## config.mk

```make
export PLATFORM = sky130hd
export DESIGN_NAME = smic_host_ctrl
export DESIGN_NICKNAME = d
export VERILOG_FILES = /design/src/rtl/smic_pkg.sv /design/src/rtl/smic_tmo_timer.sv /design/src/rtl/smic_retry_ctr.sv /design/src/rtl/smic_proto_fsm.sv /design/src/rtl/smic_host_ctrl.sv
export SDC_FILE = /design/constraint.sdc
export NUM_CORES = 1
export LEC_CHECK = 0
export BUFFER_PORTS_ARGS = -buffer_cell sky130_fd_sc_hd__buf_4
export CELL_PAD_IN_SITES_DETAIL_PLACEMENT = 0
export CELL_PAD_IN_SITES_GLOBAL_PLACEMENT = 2
export CORE_ASPECT_RATIO = 0.9
export CORE_MARGIN = 2
export CORE_UTILIZATION = 38
export CTS_BUF_LIST = sky130_fd_sc_hd__clkbuf_8
export CTS_CLUSTER_SIZE = 16
export DETAILED_ROUTE_END_ITERATION = 6
export GPL_ROUTABILITY_DRIVEN = 0
export PLACE_DENSITY_LB_ADDON = 0.1
export SYNTH_ARGS = -nofsm -noshare
export SYNTH_HDL_FRONTEND = slang
export SYNTH_HIERARCHICAL = 1
export SYNTH_SLANG_ARGS = --single-unit
```

## constraint.sdc

```tcl
create_clock -name clk -period 5.3 [get_ports clk]
set_clock_uncertainty 0.2 [all_clocks]
set_input_delay 1.06 -clock clk [delete_from_list [all_inputs] [get_ports clk]]
set_output_delay 1.06 -clock clk [all_outputs]
set_load 0.01 [all_outputs]
```

## src/rtl/smic_pkg.sv

```systemverilog
package smic_pkg;

    localparam logic [1:0] A_DATA = 2'd0;
    localparam logic [1:0] A_CTRL = 2'd1;
    localparam logic [1:0] A_FLG  = 2'd2;

    localparam int F_BSY  = 0;
    localparam int F_MSG  = 2;
    localparam int F_TXR  = 6;
    localparam int F_RXR  = 7;

    localparam logic [7:0] CC_GET = 8'h40;
    localparam logic [7:0] CC_WRS = 8'h41;
    localparam logic [7:0] CC_WRN = 8'h42;
    localparam logic [7:0] CC_WRE = 8'h43;
    localparam logic [7:0] CC_RDS = 8'h44;
    localparam logic [7:0] CC_RDN = 8'h45;
    localparam logic [7:0] CC_RDE = 8'h46;

    localparam logic [7:0] SC_RDY = 8'hC0;
    localparam logic [7:0] SC_WRS = 8'hC1;
    localparam logic [7:0] SC_WRN = 8'hC2;
    localparam logic [7:0] SC_WRE = 8'hC3;
    localparam logic [7:0] SC_RDS = 8'hC4;
    localparam logic [7:0] SC_RDN = 8'hC5;
    localparam logic [7:0] SC_RDE = 8'hC6;

    typedef enum logic [3:0] {
        ST_IDLE, ST_GET, ST_CHK_RDY, ST_WR_FIRST, ST_WR_MID, ST_WR_LAST,
        ST_TURN, ST_RD_FIRST, ST_RD_MID, ST_RD_LAST, ST_DEAD
    } phase_e;

    typedef enum logic [2:0] {
        MS_POLL, MS_STATUS, MS_RDDATA, MS_CTRL, MS_WDATA, MS_FLAGS
    } micro_e;

    typedef struct packed {
        logic       recover;
        logic       hold;
        logic       rd_data;
        logic       chk_err;
        logic [7:0] code;
        logic       wr_data;
        phase_e     nxt;
    } step_t;

    function automatic step_t decide(phase_e ph, logic [7:0] sts,
                                     logic [7:0] flg, logic last);
        step_t s;
        logic [7:0] echo;
        s.recover = 1'b0;
        s.hold    = 1'b0;
        s.rd_data = 1'b0;
        s.chk_err = 1'b0;
        s.code    = CC_GET;
        s.wr_data = 1'b0;
        s.nxt     = ph;
        echo      = (ph == ST_WR_FIRST) ? SC_WRS : SC_WRN;
        case (ph)
            ST_GET: s.nxt = ST_CHK_RDY;
            ST_CHK_RDY: begin
                if (sts != SC_RDY) s.recover = 1'b1;
                else begin
                    s.code = CC_WRS; s.wr_data = 1'b1; s.nxt = ST_WR_FIRST;
                end
            end
            ST_WR_FIRST, ST_WR_MID: begin
                if (sts != echo) s.recover = 1'b1;
                else if (!flg[F_TXR]) s.hold = 1'b1;
                else begin
                    s.code    = last ? CC_WRE : CC_WRN;
                    s.wr_data = 1'b1;
                    s.nxt     = last ? ST_WR_LAST : ST_WR_MID;
                end
            end
            ST_WR_LAST: begin
                if (sts != SC_WRE) s.recover = 1'b1;
                else begin
                    s.rd_data = 1'b1; s.chk_err = 1'b1; s.nxt = ST_TURN;
                end
            end
            ST_TURN: begin
                if (!flg[F_RXR]) s.hold = 1'b1;
                else begin
                    s.code = CC_RDS; s.nxt = ST_RD_FIRST;
                end
            end
            ST_RD_FIRST: begin
                if (sts != SC_RDS) s.recover = 1'b1;
                else if (!flg[F_RXR]) s.hold = 1'b1;
                else begin
                    s.rd_data = 1'b1; s.code = CC_RDN; s.nxt = ST_RD_MID;
                end
            end
            ST_RD_MID: begin
                if (sts == SC_RDE) begin
                    s.rd_data = 1'b1; s.code = CC_RDE; s.nxt = ST_RD_LAST;
                end else if (sts != SC_RDN) s.recover = 1'b1;
                else if (!flg[F_RXR]) s.hold = 1'b1;
                else begin
                    s.rd_data = 1'b1; s.code = CC_RDN; s.nxt = ST_RD_MID;
                end
            end
            ST_RD_LAST: begin
                if (sts != SC_RDY) s.recover = 1'b1;
                else begin
                    s.rd_data = 1'b1; s.chk_err = 1'b1; s.nxt = ST_IDLE;
                end
            end
            default: s.recover = 1'b1;
        endcase
        return s;
    endfunction

endpackage

```

## src/rtl/smic_tmo_timer.sv

```systemverilog
module smic_tmo_timer #(
    parameter int CLK_MHZ = 100,
    parameter int TMO_US  = 2000000
) (
    input  logic clk,
    input  logic rst,
    input  logic en,
    input  logic kick,
    output logic expired
);
    localparam int PRE_W = $clog2(CLK_MHZ + 1);
    localparam int CNT_W = $clog2(TMO_US + 1);

    logic [PRE_W-1:0] pre;
    logic [CNT_W-1:0] cnt;
    logic             us_tick;

    assign us_tick = (pre == PRE_W'(CLK_MHZ - 1));

    always_ff @(posedge clk) begin
        if (rst || kick || !en) begin
            pre     <= '0;
            cnt     <= CNT_W'(TMO_US);
            expired <= 1'b0;
        end else begin
            pre <= us_tick ? '0 : pre + 1'b1;
            if (us_tick) begin
                if (cnt == '0) expired <= 1'b1;
                else           cnt     <= cnt - 1'b1;
            end
        end
    end

    AST_TMO_QUIET: assert property (@(posedge clk) disable iff (rst)
        (!en || kick) |=> !expired) else $error("timer expired while held");
endmodule

```

## src/rtl/smic_retry_ctr.sv

```systemverilog
module smic_retry_ctr #(
    parameter int MAX_RETRY = 3
) (
    input  logic clk,
    input  logic rst,
    input  logic clr,
    input  logic inc,
    output logic exhausted
);
    localparam int RW = $clog2(MAX_RETRY + 2);

    logic [RW-1:0] cnt;

    always_ff @(posedge clk) begin
        if (rst || clr)          cnt <= '0;
        else if (inc && !exhausted) cnt <= cnt + 1'b1;
    end

    assign exhausted = (cnt >= RW'(MAX_RETRY));

    AST_RETRY_LIMIT: assert property (@(posedge clk) disable iff (rst)
        cnt <= RW'(MAX_RETRY)) else $error("retry count overrun");
endmodule

```

## src/rtl/smic_proto_fsm.sv

```systemverilog
module smic_proto_fsm
    import smic_pkg::*;
#(
    parameter int MAX_LEN = 80,
    localparam int LEN_W  = $clog2(MAX_LEN + 1)
) (
    input  logic             clk,
    input  logic             rst,
    input  logic             start,
    input  logic [LEN_W-1:0] req_len,
    output logic             start_rej,
    output logic             busy,
    output logic             done,
    output logic             fail,
    output logic             attn,
    output logic [LEN_W-1:0] req_addr,
    input  logic [7:0]       req_data,
    output logic             resp_we,
    output logic [LEN_W-1:0] resp_addr,
    output logic [7:0]       resp_data,
    output logic [LEN_W-1:0] resp_len,
    output logic             resp_trunc,
    output logic [1:0]       bus_addr,
    output logic             bus_rd,
    output logic             bus_wr,
    output logic [7:0]       bus_wdata,
    input  logic [7:0]       bus_rdata,
    output logic             tmo_en,
    output logic             tmo_kick,
    input  logic             tmo_exp,
    output logic             rty_clr,
    output logic             rty_inc,
    input  logic             rty_exh
);
    phase_e           ph;
    micro_e           ms;
    step_t            dec, d_now;
    logic [7:0]       flg;
    logic [LEN_W-1:0] len, wptr, rcnt;
    logic             last, start_ok, recover, commit, has_room;

    assign last      = ((len - wptr) == LEN_W'(1));
    assign has_room  = (rcnt < LEN_W'(MAX_LEN));
    assign d_now     = decide(ph, bus_rdata, flg, last);
    assign start_ok  = start && (ph == ST_IDLE || ph == ST_DEAD) &&
                       req_len >= LEN_W'(2) && req_len <= LEN_W'(MAX_LEN);
    assign busy      = (ph != ST_IDLE);
    assign tmo_en    = (ph != ST_IDLE) && (ph != ST_DEAD);
    assign req_addr  = wptr;
    assign resp_addr = rcnt;
    assign resp_data = bus_rdata;
    assign resp_len  = rcnt;
    assign resp_we   = (ms == MS_RDDATA) && !dec.chk_err && has_room;

    always_comb begin
        recover = 1'b0;
        commit  = 1'b0;
        if (!start_ok && tmo_en) begin
            case (ms)
                MS_POLL:   recover = tmo_exp;
                MS_STATUS: recover = d_now.recover;
                MS_RDDATA: if (dec.chk_err) begin
                               recover = (bus_rdata != 8'h00);
                               commit  = (bus_rdata == 8'h00);
                           end
                MS_FLAGS:  commit = 1'b1;
                default:   ;
            endcase
        end
    end

    assign tmo_kick = start_ok || recover || commit;
    assign rty_inc  = recover;
    assign rty_clr  = start_ok;

    always_comb begin
        bus_addr  = A_FLG;
        bus_rd    = 1'b0;
        bus_wr    = 1'b0;
        bus_wdata = 8'h00;
        case (ms)
            MS_POLL:   bus_rd = (ph != ST_DEAD);
            MS_STATUS: begin bus_rd = 1'b1; bus_addr = A_CTRL; end
            MS_RDDATA: begin bus_rd = 1'b1; bus_addr = A_DATA; end
            MS_CTRL:   begin bus_wr = 1'b1; bus_addr = A_CTRL; bus_wdata = dec.code; end
            MS_WDATA:  begin bus_wr = 1'b1; bus_addr = A_DATA; bus_wdata = req_data; end
            MS_FLAGS:  begin bus_wr = 1'b1; bus_wdata = flg | 8'h01; end
            default:   ;
        endcase
    end

    always_ff @(posedge clk) begin
        if (rst) begin
            ph <= ST_IDLE; ms <= MS_POLL; flg <= '0; len <= '0;
            wptr <= '0; rcnt <= '0; resp_trunc <= 1'b0; attn <= 1'b0;
            done <= 1'b0; fail <= 1'b0; start_rej <= 1'b0;
            dec <= decide(ST_IDLE, 8'h00, 8'h00, 1'b0);
        end else begin
            done      <= 1'b0;
            fail      <= 1'b0;
            start_rej <= start && !start_ok;
            if (start_ok) begin
                ph <= ST_GET; ms <= MS_POLL; len <= req_len;
                wptr <= '0; rcnt <= '0; resp_trunc <= 1'b0; attn <= 1'b0;
            end else if (ph == ST_DEAD) begin
                fail <= 1'b1; ph <= ST_IDLE; ms <= MS_POLL;
            end else if (recover) begin
                wptr <= '0; rcnt <= '0; resp_trunc <= 1'b0; ms <= MS_POLL;
                ph   <= rty_exh ? ST_DEAD : ST_GET;
            end else begin
                case (ms)
                    MS_POLL: begin
                        flg <= bus_rdata;
                        if (!bus_rdata[F_BSY]) begin
                            if (ph == ST_IDLE) attn <= bus_rdata[F_MSG];
                            else               ms   <= MS_STATUS;
                        end
                    end
                    MS_STATUS: begin
                        dec <= d_now;
                        if (d_now.hold)         ms <= MS_POLL;
                        else if (d_now.rd_data) ms <= MS_RDDATA;
                        else                    ms <= MS_CTRL;
                    end
                    MS_RDDATA: begin
                        if (dec.chk_err) begin
                            ph <= dec.nxt; ms <= MS_POLL;
                            if (dec.nxt == ST_IDLE) done <= 1'b1;
                        end else begin
                            if (has_room) rcnt <= rcnt + 1'b1;
                            else          resp_trunc <= 1'b1;
                            ms <= MS_CTRL;
                        end
                    end
                    MS_CTRL:  ms <= dec.wr_data ? MS_WDATA : MS_FLAGS;
                    MS_WDATA: begin wptr <= wptr + 1'b1; ms <= MS_FLAGS; end
                    MS_FLAGS: begin ph <= dec.nxt; ms <= MS_POLL; end
                    default:  ms <= MS_POLL;
                endcase
            end
        end
    end

    AST_BSY_HOLDOFF: assert property (@(posedge clk) disable iff (rst)
        (bus_rd && bus_addr == A_FLG && bus_rdata[F_BSY]) |=>
        (!bus_wr && (!bus_rd || bus_addr == A_FLG))) else $error("access while busy");
    AST_CTRL_THEN_MORE: assert property (@(posedge clk) disable iff (rst)
        (bus_wr && bus_addr == A_CTRL) |=> (bus_wr && bus_addr != A_CTRL))
        else $error("control write not followed by data/flags");
    AST_FLAGS_AFTER_CMD: assert property (@(posedge clk) disable iff (rst)
        (bus_wr && bus_addr == A_FLG) |-> $past(bus_wr)) else $error("lone flags write");
    AST_PULSE_EXCL: assert property (@(posedge clk) disable iff (rst)
        !(done && fail)) else $error("done with fail");
    AST_DONE_PULSE: assert property (@(posedge clk) disable iff (rst)
        done |=> !done) else $error("done wider than one cycle");
    AST_RESP_BOUND: assert property (@(posedge clk) disable iff (rst)
        resp_we |-> (resp_addr < LEN_W'(MAX_LEN))) else $error("store past buffer");
    AST_ATTN_IDLE: assert property (@(posedge clk) disable iff (rst)
        attn |-> !busy) else $error("attn while busy");
endmodule

```

## src/rtl/smic_host_ctrl.sv

```systemverilog
module smic_host_ctrl #(
    parameter int MAX_LEN   = 80,
    parameter int CLK_MHZ   = 100,
    parameter int TMO_US    = 2000000,
    parameter int MAX_RETRY = 3,
    localparam int LEN_W    = $clog2(MAX_LEN + 1)
) (
    input  logic             clk,
    input  logic             rst,
    input  logic             start,
    input  logic [LEN_W-1:0] req_len,
    output logic             start_rej,
    output logic             busy,
    output logic             done,
    output logic             fail,
    output logic             attn,
    output logic [LEN_W-1:0] req_addr,
    input  logic [7:0]       req_data,
    output logic             resp_we,
    output logic [LEN_W-1:0] resp_addr,
    output logic [7:0]       resp_data,
    output logic [LEN_W-1:0] resp_len,
    output logic             resp_trunc,
    output logic [1:0]       bus_addr,
    output logic             bus_rd,
    output logic             bus_wr,
    output logic [7:0]       bus_wdata,
    input  logic [7:0]       bus_rdata
);
    logic tmo_en, tmo_kick, tmo_exp, rty_clr, rty_inc, rty_exh;

    smic_tmo_timer #(.CLK_MHZ(CLK_MHZ), .TMO_US(TMO_US)) u_tmo (
        .clk(clk), .rst(rst), .en(tmo_en), .kick(tmo_kick), .expired(tmo_exp));

    smic_retry_ctr #(.MAX_RETRY(MAX_RETRY)) u_rty (
        .clk(clk), .rst(rst), .clr(rty_clr), .inc(rty_inc), .exhausted(rty_exh));

    smic_proto_fsm #(.MAX_LEN(MAX_LEN)) u_fsm (
        .clk(clk), .rst(rst), .start(start), .req_len(req_len),
        .start_rej(start_rej), .busy(busy), .done(done), .fail(fail), .attn(attn),
        .req_addr(req_addr), .req_data(req_data),
        .resp_we(resp_we), .resp_addr(resp_addr), .resp_data(resp_data),
        .resp_len(resp_len), .resp_trunc(resp_trunc),
        .bus_addr(bus_addr), .bus_rd(bus_rd), .bus_wr(bus_wr),
        .bus_wdata(bus_wdata), .bus_rdata(bus_rdata),
        .tmo_en(tmo_en), .tmo_kick(tmo_kick), .tmo_exp(tmo_exp),
        .rty_clr(rty_clr), .rty_inc(rty_inc), .rty_exh(rty_exh));
endmodule

```

==> impl_metrics.tcl, run 1 <==
set metrics [dict create \
    hold_wc_path_type "reg2reg" \
    grt.total_usage 0.196 \
    tritoncts "yes" \
    register_area_um2 1620 \
    post_cts_resized 0 \
    syn_nets 640 \
    die_h_um 111 \
    max_slew_margin 0.436 \
    main_combinational_cell_family_by_area_after_synthesis "simple AND/OR/NAND/NOR gates" \
    drc 0 \
    num-fill-cells 1301 \
    insertion_delay_ns 0.36 \
    power_frac_seq 0.468 \
    cp_slowest_cell "sky130_fd_sc_hd__or4b_1" \
    yosys.area_share.xor_xnor 0.0539 \
    cell_chain_critical_path "buf_4 -> or4b_1 -> nor3_1 -> o32ai_1 -> a2111o_1 -> a21oi_2 -> nand2_1 -> nor2_1 -> nand2_1 -> buf_4 -> or3_1" \
    vdd_ir_drop_max_mv 0.135 \
    design.core.area_um2 12600 \
    power_density_nw_per_um2 240 \
    synth_enable_flop_cells 0 \
    drv_slew 0 \
    timing.setup.critical_path_class "in2reg" \
    finalHoldWorstSlack_ns 0.256 \
    multiInputGateArea_um2 2940 \
    dr.pass1.iters 5 \
    syn_area_per_cell_um2 8.12 \
    status "finished clean" \
    die_width_um 123 \
    critical-path-max-stage-delay_ns 0.71 \
    rows 39 \
    area_growth_syn_to_layout_pct 16.5 \
    synth.cells.most_frequent "sky130_fd_sc_hd__dfxtp_1, sky130_fd_sc_hd__nor2_1, sky130_fd_sc_hd__nand2_1" \
    viasPerCell 5.45 \
    synth_fa_ha_area_frac 0.0375 \
    post_route_fraction_of_the_period_consumed_by_the_critical_path 0.801 \
    buffer_ports.inserted 73 \
    htree_levels 3 \
    comb_power_share 0.116 \
    synth_sequential_area_ratio 0.333 \
    vias_in_the_first_global_route 4116 \
    worst-slew-pin-transition_ns 0.840 \
    clock_tree.root_cell "sky130_fd_sc_hd__clkbuf_8" \
    clock_path_buffers 2 \
    timing.hold.worst_path_depth 1 \
    initial_antenna_violation_count 0 \
    clock_power_share 0.416 \
    min_period_ns 4.24 \
    post_cts_buffers 0 \
    worstPathRequired_ns 5.35 \
    num_antenna_cells 0 \
    grt_overflow_total 0 \
    critical_path.startpoint_type "input pin" \
    initialDrtViolationCount 301 \
    synth_seq_cells 81 \
    design.final.nets 685 \
    die-area_um2 13700 \
    initial_utilization 0.387 \
    yosys.area.top_type "sky130_fd_sc_hd__dfxtp_1" \
    cts-hold-fix-buffers 0 \
    synth_area_um2 4870 \
    unrepaired_setup_endpoints_after_global_routing "no" \
    tritoncts.num_buffers 9 \
    top_level_ports 74 \
    yosys.cell_types.count 79 \
    fmaxAchievable_mhz 236 \
    switching_share 0.253 \
    yosysTopAreaCellShare 0.333 \
    timing.final.hold_violations 0 \
    power_leakage_nw 2.21 \
    asyncSetResetFlopFracSynth 0 \
    drtAntennaViolNets 0 \
    number_of_standard_cells_after_synthesis 600 \
    synth.top_cells.by_area "sky130_fd_sc_hd__dfxtp_1, sky130_fd_sc_hd__nor2_1, sky130_fd_sc_hd__mux2i_1" \
    num_vias 4438 \
    hpwlAfterDp_um 9910 \
    cp.arrival_ns 4.30 \
    clk_pin_slew_ns 0.09 \
    synthMostInstantiatedCell "sky130_fd_sc_hd__dfxtp_1" \
    yosys.area_share.simple 0.303 \
    final_cell_count_no_fill 814 \
    drive_gt1_frac 0.180 \
    synth.area.mux_share 0.0411 \
    wl_per_cell_um 16.2 \
    synth-compound-area-share 0.168 \
    detail_route.wirelength_um 13200 \
    cts_num_sinks 81 \
    max-cap-violations 0 \
    placedCellCount 798 \
    grt_pass1_wl_um 21500 \
    fin_util 0.451 \
    p_switching_mw 0.345 \
    timing.reg2reg.worst_path_depth 10 \
    setup.worst_path.end_class "flop" \
    final.setup.tns_ns 0 \
    internal-power_mw 1.02 \
    ys.warnings.count 6 \
    final-setup-viol-count 0 \
    crit_path_max_fanout 9 \
    pin_count_of_the_biggest_net_entering_global_routing 42 \
    postSynth.topFlopCell "sky130_fd_sc_hd__dfxtp_1" \
]
## state kept, by name (all words and copies together), names as in the netlist
signal	count
u_tmo/cnt	21
u_fsm/dec	9
u_fsm/flg	7
u_fsm/len	7
u_fsm/req_addr	7
u_fsm/resp_addr	7
u_tmo/pre	7
u_fsm/ph	4
u_fsm/ms	3
u_rty/cnt	3
u_fsm/attn	1
u_fsm/done	1
u_fsm/fail	1
u_fsm/resp_trunc	1
u_fsm/start_rej	1
u_tmo/expired	1
## logic make-up (layout without fill, tap and decap cells)
group,after synthesis,count (layout)
AND/OR/NAND/NOR,273,273
AO/OA/AOI/OAI,117,117
flip-flops,81,81
buffers and inverters,65,115
XOR/XNOR,30,30
multiplexers,20,20
adder cells (fa/ha/maj),14,14
## metal layers
metal / up-vias / global-route usage / share of wire
li1: 2231 / - / -
met3: 12 / 0.0348 / 0.039
met4: 0 / 0.0447 / 0.010
met1: 2100 / 0.290 / 0.50
met5: - / 0 / 0
met2: 95 / 0.296 / 0.45
## critical path, delay by kind of cell
family	cells	cell delay (ns)
AOI/OAI and AO/OA	3	0.91
and+or+nand+nor	6	1.96
buffers and inverters	2	0.37
## cells in the final DEF (no fill, tap or decap), drive strengths merged, types with 3 or more instances in the layout
cell    count
buf        77
mux2i      20
nand3      18
xnor2      12
a31oi       6
a21o        3
a21oi      29
nand2b     30
or4b        3
a211oi     10
a22o        6
clkbuf     10
and2        5
o211ai      4
dfxtp      81
nand2      47
nor3b       4
o22ai       5
or4         6
and3        6
nor2b      12
o21a        4
inv        22
or2         5
ha         13
xor2       18
or3        10
nor2       72
o21ai      20
nor4       13
nand4      12
bufinv      3
nor3       19
## final cells by class
type | count | area share
well taps | 164 | 0.0361
repair buffers | 77 | 0.102
flip-flops and latches | 81 | 0.286
clock inverters | 6 | 0.0203
multi-input cells | 454 | 0.517
clock buffers | 10 | 0.0242
inverters | 22 | 0.0145
## worst paths after layout
| check | endpoint | slack, ns | startpoint |
|---|---|---|---|
| worst max-delay path | u_tmo/cnt[7] | 1.06 | bus_rdata[3] |
| worst min-delay path | u_tmo/pre[0] | 0.26 | u_tmo/pre[0] |
| worst max register to register | u_tmo/cnt[7] | 1.48 | u_fsm/ph[2] |
| worst min register to register | u_tmo/pre[0] | 0.26 | u_tmo/pre[0] |
## per-stage QoR
step                setup WS (ns)  power, mW  area [µm²]
floorplan                    1.33      0.755        4870
global placement            0.784      0.806        5430
detailed placement          0.677      0.808        5430
CTS                          1.08       1.38        5680
global route                0.764       1.42        5680
finish                       1.06       1.36        5680
## power by group through the flow
stage | Sequential, mW | Combinational [mW] | Clock (mW)
6_report | 0.638 | 0.157 | 0.566
3_3_place_gp | 0.651 | 0.155 | 0
4_1_cts | 0.637 | 0.157 | 0.583
5_1_grt | 0.640 | 0.175 | 0.610
2_1_floorplan | 0.644 | 0.111 | 0
3_5_place_dp | 0.651 | 0.157 | 0
(Power assumes the default switching activity.)
==> run 2: changes to the inputs <==
Settings changed: ABC_AREA set to 1, CORE_UTILIZATION 38 to 32.
Clock period 5.3 ns to 4.5 ns, I/O delays scaled along.
==> impl_metrics.tcl, run 2 <==
set metrics [dict create \
    area_growth_syn_to_layout_pct 15.4 \
    setup.worst_path.end_class "flop" \
    place_area_um2 5780 \
    fmaxAchievable_mhz 292 \
    num_vias 5110 \
    die_width_um 138 \
    top_level_ports 74 \
    drt-met1-wl_um 7730 \
    crit_path_start "bus_rdata[5]" \
    worstPathRequired_ns 4.59 \
    final_design_area_no_fill_um2 5970 \
    wl_met2_um 6310 \
    critical-path-max-stage-delay_ns 0.50 \
    synth_area_um2 5170 \
    clock_path_buffers 2 \
    clock_power_share 0.342 \
    synth_enable_flop_cells 0 \
    die_h_um 125 \
    ys.warnings.count 6 \
    clock_tree.root_cell "sky130_fd_sc_hd__clkbuf_8" \
    synth_sequential_area_ratio 0.314 \
    tritoncts.num_buffers 9 \
    critical_path.n_buffers_inverters 4 \
    cp.arrival_ns 3.52 \
    drive_gt1_frac 0.155 \
    htree_levels 3 \
    design.core.area_um2 16000 \
    final_cell_mix "sky130_fd_sc_hd__nand2_1, sky130_fd_sc_hd__nor2_1, sky130_fd_sc_hd__inv_1, sky130_fd_sc_hd__dfxtp_1, sky130_fd_sc_hd__buf_4" \
    biggestRegsByFlops "u_tmo/cnt: 21 flops, u_fsm/dec: 9 flops" \
    insertion_delay_ns 0.37 \
    timing.critical_path.mode_cell "sky130_fd_sc_hd__nand2_1" \
    number_of_standard_cells_after_synthesis 810 \
    dr.pass1.iters 4 \
    post_cts_resized 0 \
    asyncSetResetFlopFracSynth 0 \
    synthMostInstantiatedCell "sky130_fd_sc_hd__nand2_1" \
    power_frac_seq 0.485 \
    final.setup.tns_ns 0 \
    hpwlAfterDp_um 11800 \
    detail_route.wirelength_um 15000 \
    comb_power_share 0.173 \
    num_antenna_cells 0 \
    postSynth.topFlopCell "sky130_fd_sc_hd__dfxtp_1" \
    drc 0 \
    grt_pass1_wl_um 25000 \
    initial_utilization 0.324 \
    switching_share 0.302 \
    synth.cells.most_frequent "sky130_fd_sc_hd__nand2_1, sky130_fd_sc_hd__nor2_1, sky130_fd_sc_hd__inv_1" \
    initial_antenna_violation_count 0 \
    grt_overflow_total 0 \
    yosys.area.top_type "sky130_fd_sc_hd__dfxtp_1" \
    cts_num_sinks 81 \
    die-area_um2 17200 \
    crit_path_max_fanout 13 \
    yosysTopAreaCellShare 0.314 \
    max-cap-violations 0 \
    layout.cells.most_common "sky130_fd_sc_hd__nand2_1" \
    rows 44 \
    syn_nets 850 \
    wl_per_cell_um 13.9 \
    worst-slew-pin-transition_ns 0.671 \
    syn_area_per_cell_um2 6.38 \
    yosys.cell_types.count 46 \
    internal-power_mw 1.09 \
    tritoncts "yes" \
    highest_layer "met4" \
    grt.total_usage 0.180 \
    clk_pin_slew_ns 0.08 \
    vias_in_the_first_global_route 5011 \
    largest_reg_flops 21 \
    status "finished clean" \
    critical_path.startpoint_type "input pin" \
    final-setup-viol-count 0 \
    vdd_ir_drop_max_mv 0.116 \
    initialDrtViolationCount 247 \
    dr_wl_met3_um 612 \
    drtAntennaViolNets 0 \
    pin_count_of_the_biggest_net_entering_global_routing 22 \
    design.final.nets 907 \
    cts-hold-fix-buffers 0 \
    min_period_ns 3.43 \
    power_density_nw_per_um2 262 \
    p_switching_mw 0.471 \
    cp_slowest_cell "sky130_fd_sc_hd__inv_1" \
    unrepaired_setup_endpoints_after_global_routing "no" \
    cell_chain_critical_path "buf_4 -> inv_1 -> nand2_1 -> nor2_2 -> nand2_1 -> nand2_1 -> inv_1 -> nor2_1 -> nand3_1 -> nand2_1 -> nand2_1 -> nand2_2 -> nand3_1 -> nor2_1 -> nand2_1 -> inv_1 -> nand2_1 -> nor3b_1" \
    viasPerCell 4.74 \
    timing.rr.start "u_fsm/ph[2]" \
    timing.setup.critical_path_class "in2reg" \
    max_slew_margin 0.551 \
    power_leakage_nw 2.79 \
    hp-start "u_tmo/pre[0]" \
    synth_seq_cells 81 \
    cpLargestDelayFamily "simple AND/OR/NAND/NOR gates" \
    post_cts_buffers 0 \
    hold_wc_path_type "reg2reg" \
    drv_slew 0 \
    synth.top_cells.by_area "sky130_fd_sc_hd__dfxtp_1, sky130_fd_sc_hd__nand2_1, sky130_fd_sc_hd__nor2_1" \
    timing.final.hold_violations 0 \
    registers.top_by_ff_count "u_tmo/cnt" \
    buffer_ports.inserted 73 \
    post_route_fraction_of_the_period_consumed_by_the_critical_path 0.762 \
]
-- run 2: power by group through the flow --
| stage | clock network, mW | logic [mW] | registers, mW |
|---|---|---|---|
| after detailed placement | 0 | 0.271 | 0.775 |
| after global placement | 0 | 0.271 | 0.775 |
| after floorplan | 0 | 0.188 | 0.772 |
| after global routing | 0.593 | 0.307 | 0.762 |
| after CTS | 0.565 | 0.272 | 0.759 |
| final | 0.534 | 0.270 | 0.758 |
-- run 2: final cells by class --
| cell class | instances | area, µm² |
|---|---|---|
| fill | 1736 | 10000 |
| multi-input combinational | 590 | 2920 |
| sequential | 81 | 1620 |
| timing repair buffer | 75 | 563 |
| inverter | 110 | 420 |
| tap | 207 | 259 |
| clock buffer | 9 | 124 |
| clock inverter | 6 | 60.1 |
-- run 2: stage by stage --
stage | setup slack, ns | total power, mW | std cells | utilization | hold WS (ns)
final | 1.07 | 1.56 | 1078 | 0.374 | 0.263
after global routing | 0.734 | 1.66 | 1078 | 0.374 | 0.284
after CTS | 1.19 | 1.60 | 1078 | 0.374 | 0.263
after detailed placement | 0.795 | 1.05 | 1063 | 0.362 | 0.237
after global placement | 0.803 | 1.05 | 1063 | 0.362 | 0.227
after floorplan | 1.48 | 0.960 | 810 | - | 0.218
-- run 2: logic make-up after synthesis --
kind of cell,count (synthesis),synth area share
simple gates,487,0.421
buf+inv,139,0.122
flops,81,0.314
compound gates,72,0.0794
xor+xnor,17,0.0288
fa+ha+maj,14,0.0353
-- run 2: per-layer routing --
layer	vias to the layer above	global-route usage
met5	-	0
met2	110	0.273
met1	2309	0.257
met4	0	0.0690
li1	2671	-
met3	20	0.0277
-- run 2: final timing paths --
| path | end | slack [ns] | cells after the start |
|---|---|---|---|
| setup / recovery | u_tmo/pre[2] | 1.07 | 18 |
| hold / removal | u_tmo/pre[0] | 0.26 | 1 |
| setup reg to reg | u_tmo/pre[2] | 1.30 | 15 |
| hold reg to reg | u_tmo/pre[0] | 0.26 | 1 |
-- run 2: worst register-to-register path, stage by stage (launching register included) --
cell                      delay, ns
sky130_fd_sc_hd__dfxtp_1       0.40
sky130_fd_sc_hd__nor2_2        0.28
sky130_fd_sc_hd__nand2_1       0.16
sky130_fd_sc_hd__nand2_1       0.08
sky130_fd_sc_hd__nand3_1       0.11
sky130_fd_sc_hd__nand2_1       0.09
sky130_fd_sc_hd__nand3_1       0.09
sky130_fd_sc_hd__nand2_1       0.07
sky130_fd_sc_hd__nand2_1       0.07
sky130_fd_sc_hd__nand2_2       0.07
sky130_fd_sc_hd__nand3_1       0.06
sky130_fd_sc_hd__nor2_1        0.11
sky130_fd_sc_hd__nand2_1       0.33
sky130_fd_sc_hd__inv_1         0.50
sky130_fd_sc_hd__nand2_1       0.28
sky130_fd_sc_hd__nor3b_1       0.22
==> run 3: changes to the inputs <==
Settings changed: CORE_UTILIZATION 32 to 29.
Clock period 4.5 ns to 2.9 ns, I/O delays scaled along.
==> impl_metrics.tcl, run 3 (synthesis results as in run 2) <==
set metrics [dict create \
    status "finished clean" \
    min_period_ns 2.72 \
    layout.cells.most_common "sky130_fd_sc_hd__nand2_1" \
    worst-slew-pin-transition_ns 0.500 \
    die_width_um 145 \
    clock_path_buffers 2 \
    r2r_end "u_fsm/req_addr[1]" \
    power_leakage_nw 2.86 \
    area_growth_syn_to_layout_pct 18.4 \
    internal-power_mw 1.74 \
    post_cts_buffers 0 \
    comb_power_share 0.174 \
    initial_antenna_violation_count 0 \
    rows 46 \
    grt_overflow_total 0 \
    hpwlAfterDp_um 12100 \
    critical-path-max-stage-delay_ns 0.39 \
    timing.critical_path.mode_cell "sky130_fd_sc_hd__inv_1" \
    timing.reg2reg.worst_path_depth 16 \
    top_level_ports 74 \
    cp_slowest_cell "sky130_fd_sc_hd__nor3_1" \
    drc 0 \
    fin_util 0.349 \
    worstPathRequired_ns 2.12 \
    crit_path_start "u_fsm/ms[2]" \
    unrepaired_setup_endpoints_after_global_routing "yes" \
    post_route_fraction_of_the_period_consumed_by_the_critical_path 0.938 \
    cp.arrival_ns 1.94 \
    initial_utilization 0.295 \
    clock_tree.root_cell "sky130_fd_sc_hd__clkbuf_8" \
    registers.top_by_ff_count "u_tmo/cnt" \
    drtAntennaViolNets 0 \
    biggestRegsByFlops "u_tmo/cnt: 21 flops, u_fsm/dec: 9 flops" \
    crit_path_end "bus_wdata[6]" \
    critical_path.startpoint_type "flop" \
    detail_route.wirelength_um 15300 \
    grt_pass1_wl_um 25000 \
    cts_num_sinks 81 \
    pin_count_of_the_biggest_net_entering_global_routing 22 \
    max_slew_margin 0.663 \
    num_antenna_cells 0 \
    num-fill-cells 1921 \
    power_density_nw_per_um2 407 \
    final_design_area_no_fill_um2 6120 \
    design.final.nets 918 \
    final_cell_mix "sky130_fd_sc_hd__nand2_1, sky130_fd_sc_hd__nor2_1, sky130_fd_sc_hd__inv_1, sky130_fd_sc_hd__buf_4, sky130_fd_sc_hd__dfxtp_1" \
    grt.total_usage 0.170 \
    timing.final.hold_violations 0 \
    final_cell_count_no_fill 1123 \
    die-area_um2 18900 \
    largest_reg_flops 21 \
    place_area_um2 5920 \
    rrSetupSlack_ns 0.44 \
    cts-hold-fix-buffers 0 \
    cell_chain_critical_path "inv_1 -> nor3_1 -> inv_1 -> o211ai_1 -> buf_4" \
    setup.worst_path.end_class "output port" \
    clock_power_share 0.353 \
    tritoncts.num_buffers 9 \
    initialDrtViolationCount 290 \
    die_h_um 131 \
    power_frac_seq 0.473 \
    max-cap-violations 0 \
    fmaxAchievable_mhz 368 \
    design.core.area_um2 17600 \
    drv_slew 0 \
    hold_wc_path_type "in2reg" \
    tritoncts "yes" \
    num_vias 5131 \
    wl_per_cell_um 13.6 \
    insertion_delay_ns 0.37 \
    crit_path_max_fanout 9 \
    dr.pass1.iters 4 \
    htree_levels 3 \
    viasPerCell 4.57 \
    vdd_ir_drop_max_mv 0.192 \
    p_switching_mw 0.754 \
    clk_pin_slew_ns 0.09 \
    timing.setup.critical_path_class "reg2out" \
    vias_in_the_first_global_route 4822 \
    switching_share 0.302 \
    timing.rr.start "u_fsm/ph[3]" \
    fin_total_pwr_mw 2.49 \
    buffer_ports.inserted 73 \
    drive_gt1_frac 0.165 \
    final-setup-viol-count 0 \
    placedCellCount 1107 \
]
run 3: final cells by class:
| type | count | area (µm²) | area share |
|---|---|---|---|
| Tap cell | 240 | 300 | 0.0490 |
| Sequential cell | 81 | 1620 | 0.265 |
| Inverter | 110 | 420 | 0.0687 |
| Timing Repair Buffer | 86 | 658 | 0.108 |
| Clock inverter | 6 | 66.3 | 0.0108 |
| Clock buffer | 10 | 138 | 0.0225 |
| Multi-Input combinational cell | 590 | 2920 | 0.477 |
run 3: timing repair:
| action | in CTS | in global routing |
|---|---|---|
| setup endpoints to repair | 0 | 2 |
| endpoints found under the hold margin | 0 | 0 |
| resized for setup | 0 | 0 |
run 3: worst min-delay path by stage:
stage	start	end	slack [ns]	cells after the start
floorplan	u_tmo/pre[0]	u_tmo/pre[0]	0.22	1
finish	bus_rdata[3]	u_fsm/flg[3]	0.25	3
detailed placement	u_tmo/pre[0]	u_tmo/pre[0]	0.24	1
global placement	u_tmo/pre[0]	u_tmo/pre[0]	0.23	1
CTS	bus_rdata[3]	u_fsm/flg[3]	0.23	3
global route	bus_rdata[3]	u_fsm/flg[3]	0.23	3
run 3: worst max-delay path, delay by kind of cell, from the launching register on:
| family | cells | cell delay, ns |
|---|---|---|
| buffers and inverters | 3 | 0.52 |
| AND/OR/NAND/NOR | 1 | 0.39 |
| AO/OA/AOI/OAI | 1 | 0.28 |
| flip-flops | 1 | 0.38 |
run 3: routing by layer:
layer,vias up,global-route usage,wire [µm]
met2,91,0.264,6650
met3,6,0.0390,591
met4,0,0.0314,77
met1,2344,0.242,8000
met5,-,0,0
li1,2690,-,-
run 3: power by group through the flow:
stage / Combinational (mW) / Sequential, mW / Clock (mW)
final: 0.434 / 1.18 / 0.880
after global routing: 0.494 / 1.19 / 0.970
after floorplan: 0.292 / 1.20 / 0
after detailed placement: 0.436 / 1.21 / 0
after global placement: 0.437 / 1.20 / 0
after CTS: 0.438 / 1.18 / 0.921
run 3: stage by stage:
| step | TNS (ns) | worst slack [ns] | hold WS [ns] |
|---|---|---|---|
| after detailed placement | 0 | 0.133 | 0.241 |
| after CTS | 0 | 0.110 | 0.226 |
| final | 0 | 0.179 | 0.252 |
| after global routing | -0.0264 | -0.0143 | 0.231 |
| after global placement | 0 | 0.186 | 0.228 |
| after floorplan | 0 | 0.200 | 0.218 |
